[src/rtl/txq_pkg.sv]
package txq_pkg;
  localparam int unsigned DESC_BYTES   = 8;
  localparam int unsigned DESC_SHIFT   = 3;
  localparam logic [2:0]  OFF_COLL     = 3'd0;
  localparam logic [2:0]  OFF_STAT     = 3'd1;
  localparam logic [2:0]  OFF_FIELDS   = 3'd2;
  localparam logic [7:0]  STAT_READY   = 8'hFF;
  localparam logic [7:0]  STAT_CLAIMED = 8'h00;
  localparam int unsigned IRQ_TXC      = 0;
  localparam int unsigned IRQ_STOP     = 1;
  localparam int unsigned IRQ_N        = 2;

  typedef enum logic [3:0] {
    S_IDLE,
    S_SCAN,
    S_RD_STAT,
    S_RD_DESC,
    S_WR_CLAIM,
    S_TX_START,
    S_TX_WAIT,
    S_WR_STAT,
    S_WR_COLL
  } txq_state_e;
endpackage

[src/rtl/txq_ring_ptr.sv]
module txq_ring_ptr #(
  parameter int unsigned AW          = 16,
  parameter int unsigned NUM_ENTRIES = 4
) (
  input  logic          clk_i,
  input  logic          rst_ni,
  input  logic [AW-1:0] base_i,
  input  logic          adv_i,
  output logic [AW-1:0] entry_addr_o
);
  localparam int unsigned IDX_W = (NUM_ENTRIES > 1) ? $clog2(NUM_ENTRIES) : 1;
  localparam logic [IDX_W-1:0] LAST = IDX_W'(NUM_ENTRIES - 1);

  logic [IDX_W-1:0] idx_q;

  always_ff @(posedge clk_i or negedge rst_ni) begin
    if (!rst_ni)         idx_q <= '0;
    else if (adv_i)      idx_q <= (idx_q == LAST) ? '0 : idx_q + 1'b1;
  end

  assign entry_addr_o = base_i + (AW'(idx_q) << txq_pkg::DESC_SHIFT);
endmodule

[src/rtl/txq_irq_ctrl.sv]
module txq_irq_ctrl #(
  parameter int unsigned N = 2
) (
  input  logic         clk_i,
  input  logic         rst_ni,
  input  logic [N-1:0] set_i,
  input  logic [N-1:0] clr_i,
  input  logic [N-1:0] mask_i,
  output logic [N-1:0] status_o,
  output logic         irq_o
);
  for (genvar g = 0; g < N; g++) begin : g_bit
    always_ff @(posedge clk_i or negedge rst_ni) begin
      if (!rst_ni)        status_o[g] <= 1'b0;
      else if (set_i[g])  status_o[g] <= 1'b1;  // set wins over clear
      else if (clr_i[g])  status_o[g] <= 1'b0;
    end
  end

  assign irq_o = |(status_o & mask_i);
endmodule

[src/rtl/txq_engine.sv]
module txq_engine
  import txq_pkg::*;
#(
  parameter int unsigned AW          = 16,
  parameter int unsigned NUM_ENTRIES = 4,
  parameter int unsigned COLL_W      = 4
) (
  input  logic              clk_i,
  input  logic              rst_ni,
  input  logic              online_i,
  input  logic              cmd_txp_i,
  input  logic              cmd_stp_i,
  input  logic [AW-1:0]     base_addr_i,
  input  logic [1:0]        irq_clr_i,
  input  logic [1:0]        irq_mask_i,
  output logic [1:0]        irq_status_o,
  output logic              irq_o,
  output logic              mem_req_o,
  output logic              mem_we_o,
  output logic [AW-1:0]     mem_addr_o,
  output logic [7:0]        mem_wdata_o,
  input  logic              mem_ack_i,
  input  logic [7:0]        mem_rdata_i,
  output logic              tx_start_o,
  output logic [15:0]       tx_addr_o,
  output logic [15:0]       tx_len_o,
  input  logic              tx_done_i,
  input  logic [7:0]        tx_status_i,
  input  logic [COLL_W-1:0] tx_coll_i
);
  txq_state_e        state_q;
  logic              txp_q, stp_q;
  logic [1:0]        fld_q;
  logic [15:0]       addr_q, len_q;
  logic [7:0]        tstat_q;
  logic [COLL_W-1:0] coll_q;
  logic [AW-1:0]     entry_addr;
  logic [2:0]        off;
  logic              txc_set, stop_set, adv;
  logic [IRQ_N-1:0]  irq_set;

  txq_ring_ptr #(.AW(AW), .NUM_ENTRIES(NUM_ENTRIES)) u_ptr (
    .clk_i        (clk_i),
    .rst_ni       (rst_ni),
    .base_i       (base_addr_i),
    .adv_i        (adv),
    .entry_addr_o (entry_addr)
  );

  assign txc_set  = (state_q == S_RD_STAT) && mem_ack_i && (mem_rdata_i != STAT_READY);
  assign stop_set = (state_q == S_SCAN) && stp_q;
  assign adv      = (state_q == S_WR_COLL) && mem_ack_i;

  always_comb begin
    irq_set           = '0;
    irq_set[IRQ_TXC]  = txc_set;
    irq_set[IRQ_STOP] = stop_set;
  end

  txq_irq_ctrl #(.N(IRQ_N)) u_irq (
    .clk_i    (clk_i),
    .rst_ni   (rst_ni),
    .set_i    (irq_set),
    .clr_i    (irq_clr_i),
    .mask_i   (irq_mask_i),
    .status_o (irq_status_o),
    .irq_o    (irq_o)
  );

  always_comb begin
    mem_req_o   = 1'b0;
    mem_we_o    = 1'b0;
    off         = OFF_STAT;
    mem_wdata_o = '0;
    unique case (state_q)
      S_RD_STAT:  mem_req_o = 1'b1;
      S_RD_DESC: begin
        mem_req_o = 1'b1;
        off       = OFF_FIELDS + {1'b0, fld_q};
      end
      S_WR_CLAIM: begin
        mem_req_o   = 1'b1;
        mem_we_o    = 1'b1;
        mem_wdata_o = STAT_CLAIMED;
      end
      S_WR_STAT: begin
        mem_req_o   = 1'b1;
        mem_we_o    = 1'b1;
        mem_wdata_o = tstat_q;
      end
      S_WR_COLL: begin
        mem_req_o   = 1'b1;
        mem_we_o    = 1'b1;
        off         = OFF_COLL;
        mem_wdata_o = 8'(coll_q);
      end
      default: ;
    endcase
  end

  assign mem_addr_o = entry_addr + AW'(off);
  assign tx_start_o = (state_q == S_TX_START);
  assign tx_addr_o  = addr_q;
  assign tx_len_o   = len_q;

  always_ff @(posedge clk_i or negedge rst_ni) begin
    if (!rst_ni) begin
      txp_q <= 1'b0;
      stp_q <= 1'b0;
    end else begin
      if (cmd_txp_i)                   txp_q <= 1'b1;
      else if (txc_set || stop_set)    txp_q <= 1'b0;
      if (cmd_stp_i)                   stp_q <= 1'b1;
      else if (stop_set)               stp_q <= 1'b0;
    end
  end

  always_ff @(posedge clk_i or negedge rst_ni) begin
    if (!rst_ni) begin
      state_q <= S_IDLE;
      fld_q   <= '0;
      addr_q  <= '0;
      len_q   <= '0;
      tstat_q <= '0;
      coll_q  <= '0;
    end else begin
      unique case (state_q)
        S_IDLE: if (txp_q || stp_q) state_q <= S_SCAN;
        S_SCAN: begin
          if (stp_q || !txp_q) state_q <= S_IDLE;
          else if (online_i)   state_q <= S_RD_STAT;
        end
        S_RD_STAT: if (mem_ack_i) begin
          fld_q   <= '0;
          state_q <= (mem_rdata_i == STAT_READY) ? S_RD_DESC : S_IDLE;
        end
        S_RD_DESC: if (mem_ack_i) begin
          unique case (fld_q)
            2'd0: addr_q[7:0]  <= mem_rdata_i;
            2'd1: addr_q[15:8] <= mem_rdata_i;
            2'd2: len_q[7:0]   <= mem_rdata_i;
            default: len_q[15:8] <= mem_rdata_i;
          endcase
          fld_q <= fld_q + 2'd1;
          if (fld_q == 2'd3) state_q <= S_WR_CLAIM;
        end
        S_WR_CLAIM: if (mem_ack_i) state_q <= S_TX_START;
        S_TX_START: state_q <= S_TX_WAIT;
        S_TX_WAIT: if (tx_done_i) begin
          tstat_q <= tx_status_i;
          coll_q  <= tx_coll_i;
          state_q <= S_WR_STAT;
        end
        S_WR_STAT: if (mem_ack_i) state_q <= S_WR_COLL;
        S_WR_COLL: if (mem_ack_i) state_q <= S_SCAN;
        default: state_q <= S_IDLE;
      endcase
    end
  end
endmodule

[config.mk]
export PLATFORM = sky130hd
export DESIGN_NAME = txq_engine
export DESIGN_NICKNAME = d
export VERILOG_FILES = /design/src/rtl/txq_pkg.sv /design/src/rtl/txq_ring_ptr.sv /design/src/rtl/txq_irq_ctrl.sv /design/src/rtl/txq_engine.sv
export SDC_FILE = /design/constraint.sdc
export NUM_CORES = 1
export LEC_CHECK = 0
export BUFFER_PORTS_ARGS = -buffer_cell sky130_fd_sc_hd__buf_2
export CORE_ASPECT_RATIO = 1.1
export CORE_MARGIN = 2
export CORE_UTILIZATION = 49
export DETAILED_ROUTE_END_ITERATION = 7
export PLACE_DENSITY = 0.83
export SLEW_MARGIN = 20
export SYNTH_ARGS = -nofsm -noshare
export SYNTH_HDL_FRONTEND = slang
export SYNTH_SLANG_ARGS = --single-unit
[constraint.sdc]
create_clock -name clk_i -period 4.1 [get_ports clk_i]
set_clock_uncertainty 0.15 [all_clocks]
set_input_delay 0.82 -clock clk_i [delete_from_list [all_inputs] [get_ports clk_i]]
set_output_delay 0.82 -clock clk_i [all_outputs]
set_load 0.01 [all_outputs]
== Word-level counts from Yosys, hierarchy flattened ==
Index checks and enable logic that the tools add are counted.
Operators by class
  $lt $le $gt $ge: 0
  bitwise gates (word level): 2
  add/subtract/negate cells: 5
  muxes and demuxes: 28
  shift operators: 0
  $mul: 0
  reduce and logical (&&, ||, !) cells: 26
  divide/modulo/power cells: 0
  equality and inequality tests: 23
Operators with widths (number)
  $mux W4: 10
  $pmux W4 S9: 1
  $add A16 B3 Y16: 1
  $add A16 B5 Y16: 1
  $eq A4 B3 Y1 const B: 4
  $ne A2 B2 Y1 const B: 8
  $pmux W8 S2: 1
  $reduce_and A3 Y1: 5
  $mux W1: 10
  $reduce_bool A2 Y1: 5
  $reduce_and A9 Y1: 1
  $eq A4 B2 Y1 const B: 2
  $eq A8 B8 Y1 const B: 1
  $mux W2: 4
  $ne A8 B8 Y1 const B: 1
  $eq A2 B2 Y1 const B: 3
  $pmux W3 S2: 1
  $reduce_or A3 Y1: 2
  $reduce_or A5 Y1: 1
  $add A2 B1 Y2 const B: 2
  $eq A4 B1 Y1 const B: 1
  $eq A4 B4 Y1 const B: 1
  $logic_and A1 B1 Y1: 4
  $logic_not A4 Y1: 1
  other kinds (11): 13
Word-level totals
  bits of input ports: 47
  bits in writable memories: 0
  logic and storage cells: 97
  memory bits (read-only): 0
  bits in registers: 56
  bits in latches: 0
  memories: 0

== Longest topological paths before layout ==
Gate-level depths: netlist (run 1).
  depth in word-level cells: 6
  gate-level depth with buffers: 13
  mapped depth without buffers: 11

== Hierarchy ==
From an unflattened synthesis (run 1), not the netlist that was laid out.
Unflattened totals
  cells, all modules: 271
  area total of the unflattened synthesis: 3168.0 um^2
By module, submodules not included
  txq_engine: sequential area each 1301.2 um^2, times used 1, cells each 220, area an instance 2693.8 um^2
  txq_ring_ptr: sequential area each 50.0 um^2, times used 1, cells each 44, area an instance 391.6 um^2
  txq_irq_ctrl: sequential area each 50.0 um^2, times used 1, cells each 7, area an instance 82.6 um^2

== Least setup slack after synthesis (run 1) ==
No wires, ideal clock.
  kind: register to output
  start: register state_q[3]
  end: output port mem_addr_o[10]
  required time: 3.130 ns
  arrival time: 2.584 ns
  slack: 0.546 ns
  stages on the path, launching flop included: 13
  cell sequence: dfrtp_1 buf_4 nor2b_1 nand2_1 o21ai_0 nand2_1 ha_1 fa_1 a21o_1 a21oi_1 o21ai_0 nand4_1 xnor2_1
On the way
  cells in the longest elaborated chain, start to end: 3
  elaborated cells on any way between the ends: 4
  those cells by class: add/sub (1); eq/ne (2); mux (1)
Ends and longest elaborated chain
  start, declared: line txq_engine.sv:31  | txq_state_e state_q;
  start signal, assigned: line txq_engine.sv:135  | state_q <= (mem_rdata_i == STAT_READY) ? S_RD_DESC : S_IDLE;
  $eq A4 B4 Y1 / $eq A4 B2 Y1 (equally long branches): line txq_engine.sv:75  | unique case (state_q)
  $pmux W3 S2 *: line txq_engine.sv:75
  $add A16 B3 Y16 *: line txq_engine.sv:101  | assign mem_addr_o = entry_addr + AW'(off);
  end, declared: line txq_engine.sv:20  | output logic [AW-1:0] mem_addr_o,
Every way passes the cells marked *; elsewhere a longest branch is shown, timed or not.

== Worst setup path after layout (run 1) ==
Ends and elaborated chain as after synthesis.

==> summary.txt, run 1 <==
Cells and area
  – Layout cell share with drive strength beyond 1: 39.9%
  – Layout net count: 421
  – Layout area overhead: 25.5%
  – Ant. Diodes: 0
  – Layout Cells excl Fill: 440

Yosys
  – Async SR Flop Fraction: 100%
  – Avg Synthesized Cell Area: 11.7 um^2
  – Primary FF master, synth: dfrtp_1
  – Syn_nets: 308
  – Syn. warnings: 0
  – Synth cell types: 42
  – Cell area after synthesis: 2910 um^2
  – Sequential-to-total area share from yosys stat: 48.2%
  – Post-synth EDFFs: 0
  – Cells after Synth: 249
  – Synth Register Bits: 56

Clocking
  – CTS Root Cell: clkbuf_8
  – Clk slew on worst S/H paths: 100 ps
  – Num CTS Buffers: 5
  – Clk_lat worst skew: 300 ps
  – Hold-fix buffers at CTS: 0
  – CTS tree: built
  – Setup bufs post-CTS: 0
  – Clock tree buffer depth: 2
  – H-tree levels: 2
  – CTS sink count: 56

Routing
  – Initial drt markers: 95
  – Vias: 2323
  – Via/cell ratio: 5.28
  – Routed wire length: 6380 um
  – Antenna Nets Post-Route: 0
  – Post-route DRC: 0
  – 1st-pass router iterations: 4
  – Routed len/inst: 14.5 um

STA
  – Setup TNS Final: 0 ps
  – Slew Viols, Final: 0
  – Setup violators final: 0
  – Tmin final: 3820 ps
  – Max-Slew Margin vs Limit: 59.3%
  – Measured slew at the worst slew-check pin: 608 ps
  – Unrepaired setup endpoints after global routing: no
  – Fmax achieved: 262 MHz
  – Final hold viol count: 0
  – Final period utilization: 93.1%

Floorplan
  – IO Pins: 109
  – Die width: 77.4 um
  – Core Rows: 29
  – Effective utilization at floorplan: 50.7%
  – Die Height: 84.8 um
  – Die area: 6560 um^2
  – Core Region: 5730 um^2

Power
  – Tot Pwr: 2020 uW
  – Leakage: 0.00193 uW
  – Pwr Density: 553 nW/um^2
  – Peak VDD IR: 0.401 mV

GRT
  – Total GRT Usage: 20.2%
  – Initial antenna violation count: 0
  – Grt total ovfl: 0
  – Pin count of the biggest net entering global routing: 34
  – Vias in the first global route: 2337
  – First-pass GRT wire length: 10700 um

Placed design
  – Final GP Congestion: 0.897
  – Dpl cells: 432
  – Hpwl dp: 5000 um
  – # port buffers: 108

Worst hold path
  – Hold Path Class: primary input to async pin

Worst setup path
  – Worst setup path startpoint: state_q[3]
  – RR Startpoint: state_q[1]
  – CP Class: flip-flop to output port
  – Max incr delay on CP: 480 ps
  – CP endpoint kind: output port
  – Crit Path Max Fanout: 11
  – CP max stage cell: dfrtp_2
  – Worst setup SP type: flip-flop
  – Worst path cell trace: nor2b_1, nand2_1, o21ai_1, nand2_1, ha_1, fa_1, a21o_1, a21oi_2, o21ai_1, nand4_1, xnor2_1, buf_2
  – Critical Path RT: 3130 ps
  – WP data arrival: 2850 ps

Status
  – Outcome: complete, no violations

Job
  – Max Cap Viol: 0
-- cell usage in the layout, fill, tap and decap left out, drive strengths merged, types with 5 or more instances in the layout --
master	netlist	final
buf	6	113
dfrtp	56	56
mux2	45	45
nand2	20	20
xnor2	12	12
o21ai	12	12
ha	11	11
nor2	10	10
nand3	8	8
a21oi	7	7
nor3	6	6
clkbuf	1	6
inv	5	5
nor2b	5	5
and2	5	5
a22o	5	5
-- area by class of cell --
class	instances	area, um^2
inverters	5	18.8
fillers	484	2090
well taps	77	96.3
clock buffers	6	72.6
multi-input cells	181	1440
clock inverters	2	35.0
repair buffers	113	578
flip-flops and latches	56	1400
-- metrics by stage --
stage	hold slack [ps]	cell area, um^2	util (%)	setup slack (ps)
2_1_floorplan	306	2910	-	546
6_report	331	3650	63.6	283
3_3_place_gp	316	3530	61.6	481
4_1_cts	338	3640	63.5	44.5
3_5_place_dp	328	3530	61.6	388
5_1_grt	364	3650	63.6	23.7
-- path summary, 6_finish.rpt --
| kind | slack (ps) | depth (start not counted) | to |
|---|---|---|---|
| min reg2reg | 350 | 1 | tstat_q[6] |
| min | 330 | 1 | tx_addr_o[2] |
| max | 280 | 12 | mem_addr_o[10] |
| max reg2reg | 1610 | 6 | state_q[2] |
| max in group asynchronous | 2630 | 2 | state_q[3] |
| min in group clk_i | 350 | 1 | tstat_q[6] |
-- routing by layer --
metal	GRT usage [%]	up-vias	wire [um]
met3	4.95	4	451
met1	24.8	1129	2510
met2	35.7	71	3380
met4	5.36	0	41
met5	0	-	0
li1	-	1119	-
-- worst max-delay path: cells and delay by family (launching register included) --
family | cells | cell delay [ps]
AOI/OAI and AO/OA | 4 | 700
buffers and inverters | 1 | 140
DFF | 1 | 480
xor gates and xnor gates | 1 | 110
adders and majority gates | 2 | 620
and+or+nand+nor | 4 | 490
-- cells by family (layout without fill, tap and decap cells) --
| logic type | Yosys count | in the layout | share of synthesized area, % |
|---|---|---|---|
| AND/OR/NAND/NOR | 73 | 73 | 13.7 |
| flip-flops | 56 | 56 | 48.2 |
| multiplexers | 45 | 45 | 17.4 |
| AO/OA/AOI/OAI | 36 | 36 | 8.48 |
| XOR/XNOR | 15 | 15 | 4.52 |
| adder cells (fa/ha/maj) | 12 | 12 | 5.43 |
| buffers and inverters | 12 | 126 | 2.24 |
-- synthesized netlist by cell type (5+ instances only) --
cell type	number	area share, %
a21oi_1	7	1.2
inv_1	5	0.65
mux2_2	16	6.2
o21ai_0	8	1.4
a22o_1	5	1.5
dfrtp_1	56	48
ha_1	11	4.7
and2_1	5	1.1
xnor2_1	12	3.6
nand2_1	20	2.6
mux2_1	29	11
nand3_1	8	1.4
nor3_1	5	0.86
nor2b_1	5	1.1
nor2_1	10	1.3
-- where the power goes --
| group | total [uW] | switching [uW] | internal (uW) | leakage [uW] |
|---|---|---|---|---|
| clock | 351 | 170 | 182 | 0.0000552 |
| sequential | 871 | 137 | 734 | 0.000727 |
| combinational | 793 | 412 | 381 | 0.00115 |
| total | 2020 | 719 | 1300 | 0.00193 |
-- timing repair --
action,4_1_cts,5_1_grt
hold endpoints to repair,0,0
gates resized for setup,0,4
setup endpoints to repair,0,5
-- state kept, by name, summed over array words and instances, names as in the netlist --
name and count:
tx_addr_o 16, tx_len_o 16, tstat_q 8, coll_q 4, state_q 4, fld_q 2, u_irq.status_o 2, u_ptr.idx_q 2
stp_q 1, txp_q 1
No activity file was read; power rests on OpenSTA's default activity.
==> inputs of run 2 (changes only) <==
Settings changed: ABC_AREA set to 1, CORE_UTILIZATION 49 to 50.
==> run 2 against run 1 <==
Combinational power is 11% higher. Sequential share of layout area decreased by 1.2 points. Register-to-register slack improved by 730 ps. Non-clock buffer count decreased by 4. Worst hold slack better by 7.8 ps. Fmax grew 0.56%. Highest routed layer unchanged. Global-route usage grew 0.37 points. Critical path depth up 1. Largest power group unchanged. Flip-flop and latch count unchanged. Critical endpoint unchanged. Synthesized cell count is 42% higher. Synthesized area grew 6.0%.
==> summary.txt, run 2 <==
Status
  – Outcome: complete, no violations

Floorplan
  – IO Pins: 109
  – Die width: 78.8 um
  – Core Region: 5880 um^2
  – Core Rows: 29
  – Effective utilization at floorplan: 52.4%
  – Die area: 6800 um^2
  – Die Height: 86.3 um

STA
  – Fmax achieved: 263 MHz
  – Max-Slew Margin vs Limit: 46.9%
  – Setup TNS Final: 0 ps
  – Measured slew at the worst slew-check pin: 796 ps
  – Tmin final: 3800 ps
  – Setup violators final: 0
  – Slew Viols, Final: 0
  – Final period utilization: 92.6%
  – Unrepaired setup endpoints after global routing: no
  – Final hold viol count: 0
  – Hold Slack: 338 ps

Placed design
  – Final GP Congestion: 0.853
  – # port buffers: 108
  – Area after DPL: 3670 um^2
  – Hpwl dp: 5570 um

Worst setup path
  – Worst setup SP type: flip-flop
  – Critical Path RT: 3130 ps
  – Crit Path Max Fanout: 7
  – Worst R2R End: u_ptr.idx_q[1]
  – CP Class: flip-flop to output port
  – FF-to-FF path depth: 4
  – RR Startpoint: state_q[0]
  – WP data arrival: 2830 ps
  – CP endpoint kind: output port
  – Reg-to-reg slack, setup: 2340 ps

Routing
  – Via/cell ratio: 5.09
  – Post-route DRC: 0
  – Routed wire length: 7010 um
  – Initial drt markers: 106
  – 1st-pass router iterations: 4
  – Vias: 2757
  – Routed len/inst: 12.9 um
  – Antenna Nets Post-Route: 0

Clocking
  – CTS sink count: 56
  – Setup bufs post-CTS: 0
  – Clk_lat worst skew: 300 ps
  – Num CTS Buffers: 5
  – CTS Root Cell: clkbuf_8
  – Clock tree buffer depth: 2
  – Hold-fix buffers at CTS: 0
  – Resize count post-CTS: 0
  – Clk slew on worst S/H paths: 100 ps
  – H-tree levels: 2
  – CTS tree: built

Worst hold path
  – Hold Path Class: flip-flop to flip-flop
  – Hold endpoint: tx_addr_o[6]
  – Hold Startpoint: tx_addr_o[6]
  – Hold depth: 2

GRT
  – Grt total ovfl: 0
  – First-pass GRT wire length: 11300 um
  – Vias in the first global route: 2579
  – Pin count of the biggest net entering global routing: 37
  – Total GRT Usage: 20.6%
  – Initial antenna violation count: 0

Yosys
  – Sequential-to-total area share from yosys stat: 45.5%
  – Primary FF master, synth: dfrtp_1
  – Top-count cell post-synth: nand2_1
  – Top cell type's share of synthesized area: 45.5%
  – Cell area after synthesis: 3080 um^2
  – Cells after Synth: 353
  – Syn. warnings: 0
  – Synth Register Bits: 56
  – Synth area leader: dfrtp_1
  – Avg Synthesized Cell Area: 8.72 um^2
  – Async SR Flop Fraction: 100%
  – Largest cells by area after synthesis: dfrtp_1 46%, nand2_1 11%, inv_1 5.2%
  – Post-synth EDFFs: 0
  – Synth cell types: 31
  – Syn_nets: 412
  – Post-synth top cells: 88 x nand2_1, 56 x dfrtp_1, 43 x inv_1

Cells and area
  – Multi-input gate area: 1460 um^2
  – Most common library cell in the layout ignoring fill and taps: buf_2
  – Most frequent cells in the layout: 108 x buf_2, 88 x nand2_1, 56 x dfrtp_1
  – Layout net count: 523
  – Finished Cell Area: 3760 um^2
  – Fill cell count: 525
  – Layout area overhead: 22.0%
  – Layout cell share with drive strength beyond 1: 32.7%
  – Final Util: 63.9%
  – Storage cell area: 1400 um^2
  – Ant. Diodes: 0

Power
  – Peak VDD IR: 0.290 mV
  – Tot Pwr: 2070 uW
  – Pwr Density: 551 nW/um^2
  – Leakage: 0.00221 uW

Job
  – Max Cap Viol: 0
## run 2: where the power goes
group | total [uW] | leakage (uW) | switching [uW] | internal, uW
Combinational | 882 | 0.00143 | 513 | 369
Sequential | 883 | 0.000729 | 131 | 752
Clock | 305 | 0.0000445 | 184 | 122
## run 2: metal layers
| layer | vias to the layer above | track usage, % | wire length, um |
|---|---|---|---|
| li1 | 1374 | - | - |
| met1 | 1284 | 25.0 | 2940 |
| met2 | 89 | 38.1 | 3610 |
| met3 | 10 | 3.02 | 371 |
| met4 | 0 | 5.96 | 78 |
| met5 | - | 0 | 0 |
## run 2: final cells by class
type                            instances  share of cell area [%]
Clock inverter                          3                   0.566
Multi-Input combinational cell        248                    38.7
Sequential cell                        56                    37.3
Clock buffer                            5                    1.83
Timing Repair Buffer                  109                    14.6
Inverter                               44                    4.43
Tap cell                               77                    2.56
## run 2: logic make-up (layout without fill, tap and decap cells)
family	count (synthesis)	after routing	synth area share [%]
xor+xnor	8	8	2.28
fa+ha+maj	12	12	5.12
mux	9	9	3.54
compound gates	56	56	11.1
flops	56	56	45.5
simple gates	163	163	25.3
buf+inv	49	161	7.23
## run 2: worst max-delay path, cell delays in order (launching register included)
cell and delay [ps]:
dfrtp_1 460, nor2_1 310, nand3_2 180, o21ai_0 120
inv_1 60, ha_1 200, fa_1 410, nand2_1 90
nand3_1 90, nand3_1 100, nand2_1 120, nand2_1 110
xor2_1 140, buf_2 140
## run 2: worst max path at each step
stage | from | endpoint | depth (start not counted)
3_3_place_gp | state_q[0] | mem_addr_o[10] | 13
4_1_cts | state_q[0] | mem_addr_o[10] | 13
5_1_grt | state_q[0] | mem_addr_o[10] | 13
2_1_floorplan | state_q[0] | mem_addr_o[10] | 12
3_5_place_dp | state_q[0] | mem_addr_o[10] | 13
6_report | state_q[0] | mem_addr_o[10] | 13
## run 2: stage by stage
stage,setup WS [ps],cells
2_1_floorplan,943,353
3_3_place_gp,766,534
4_1_cts,310,542
6_report,304,542
5_1_grt,22.4,542
3_5_place_dp,658,534
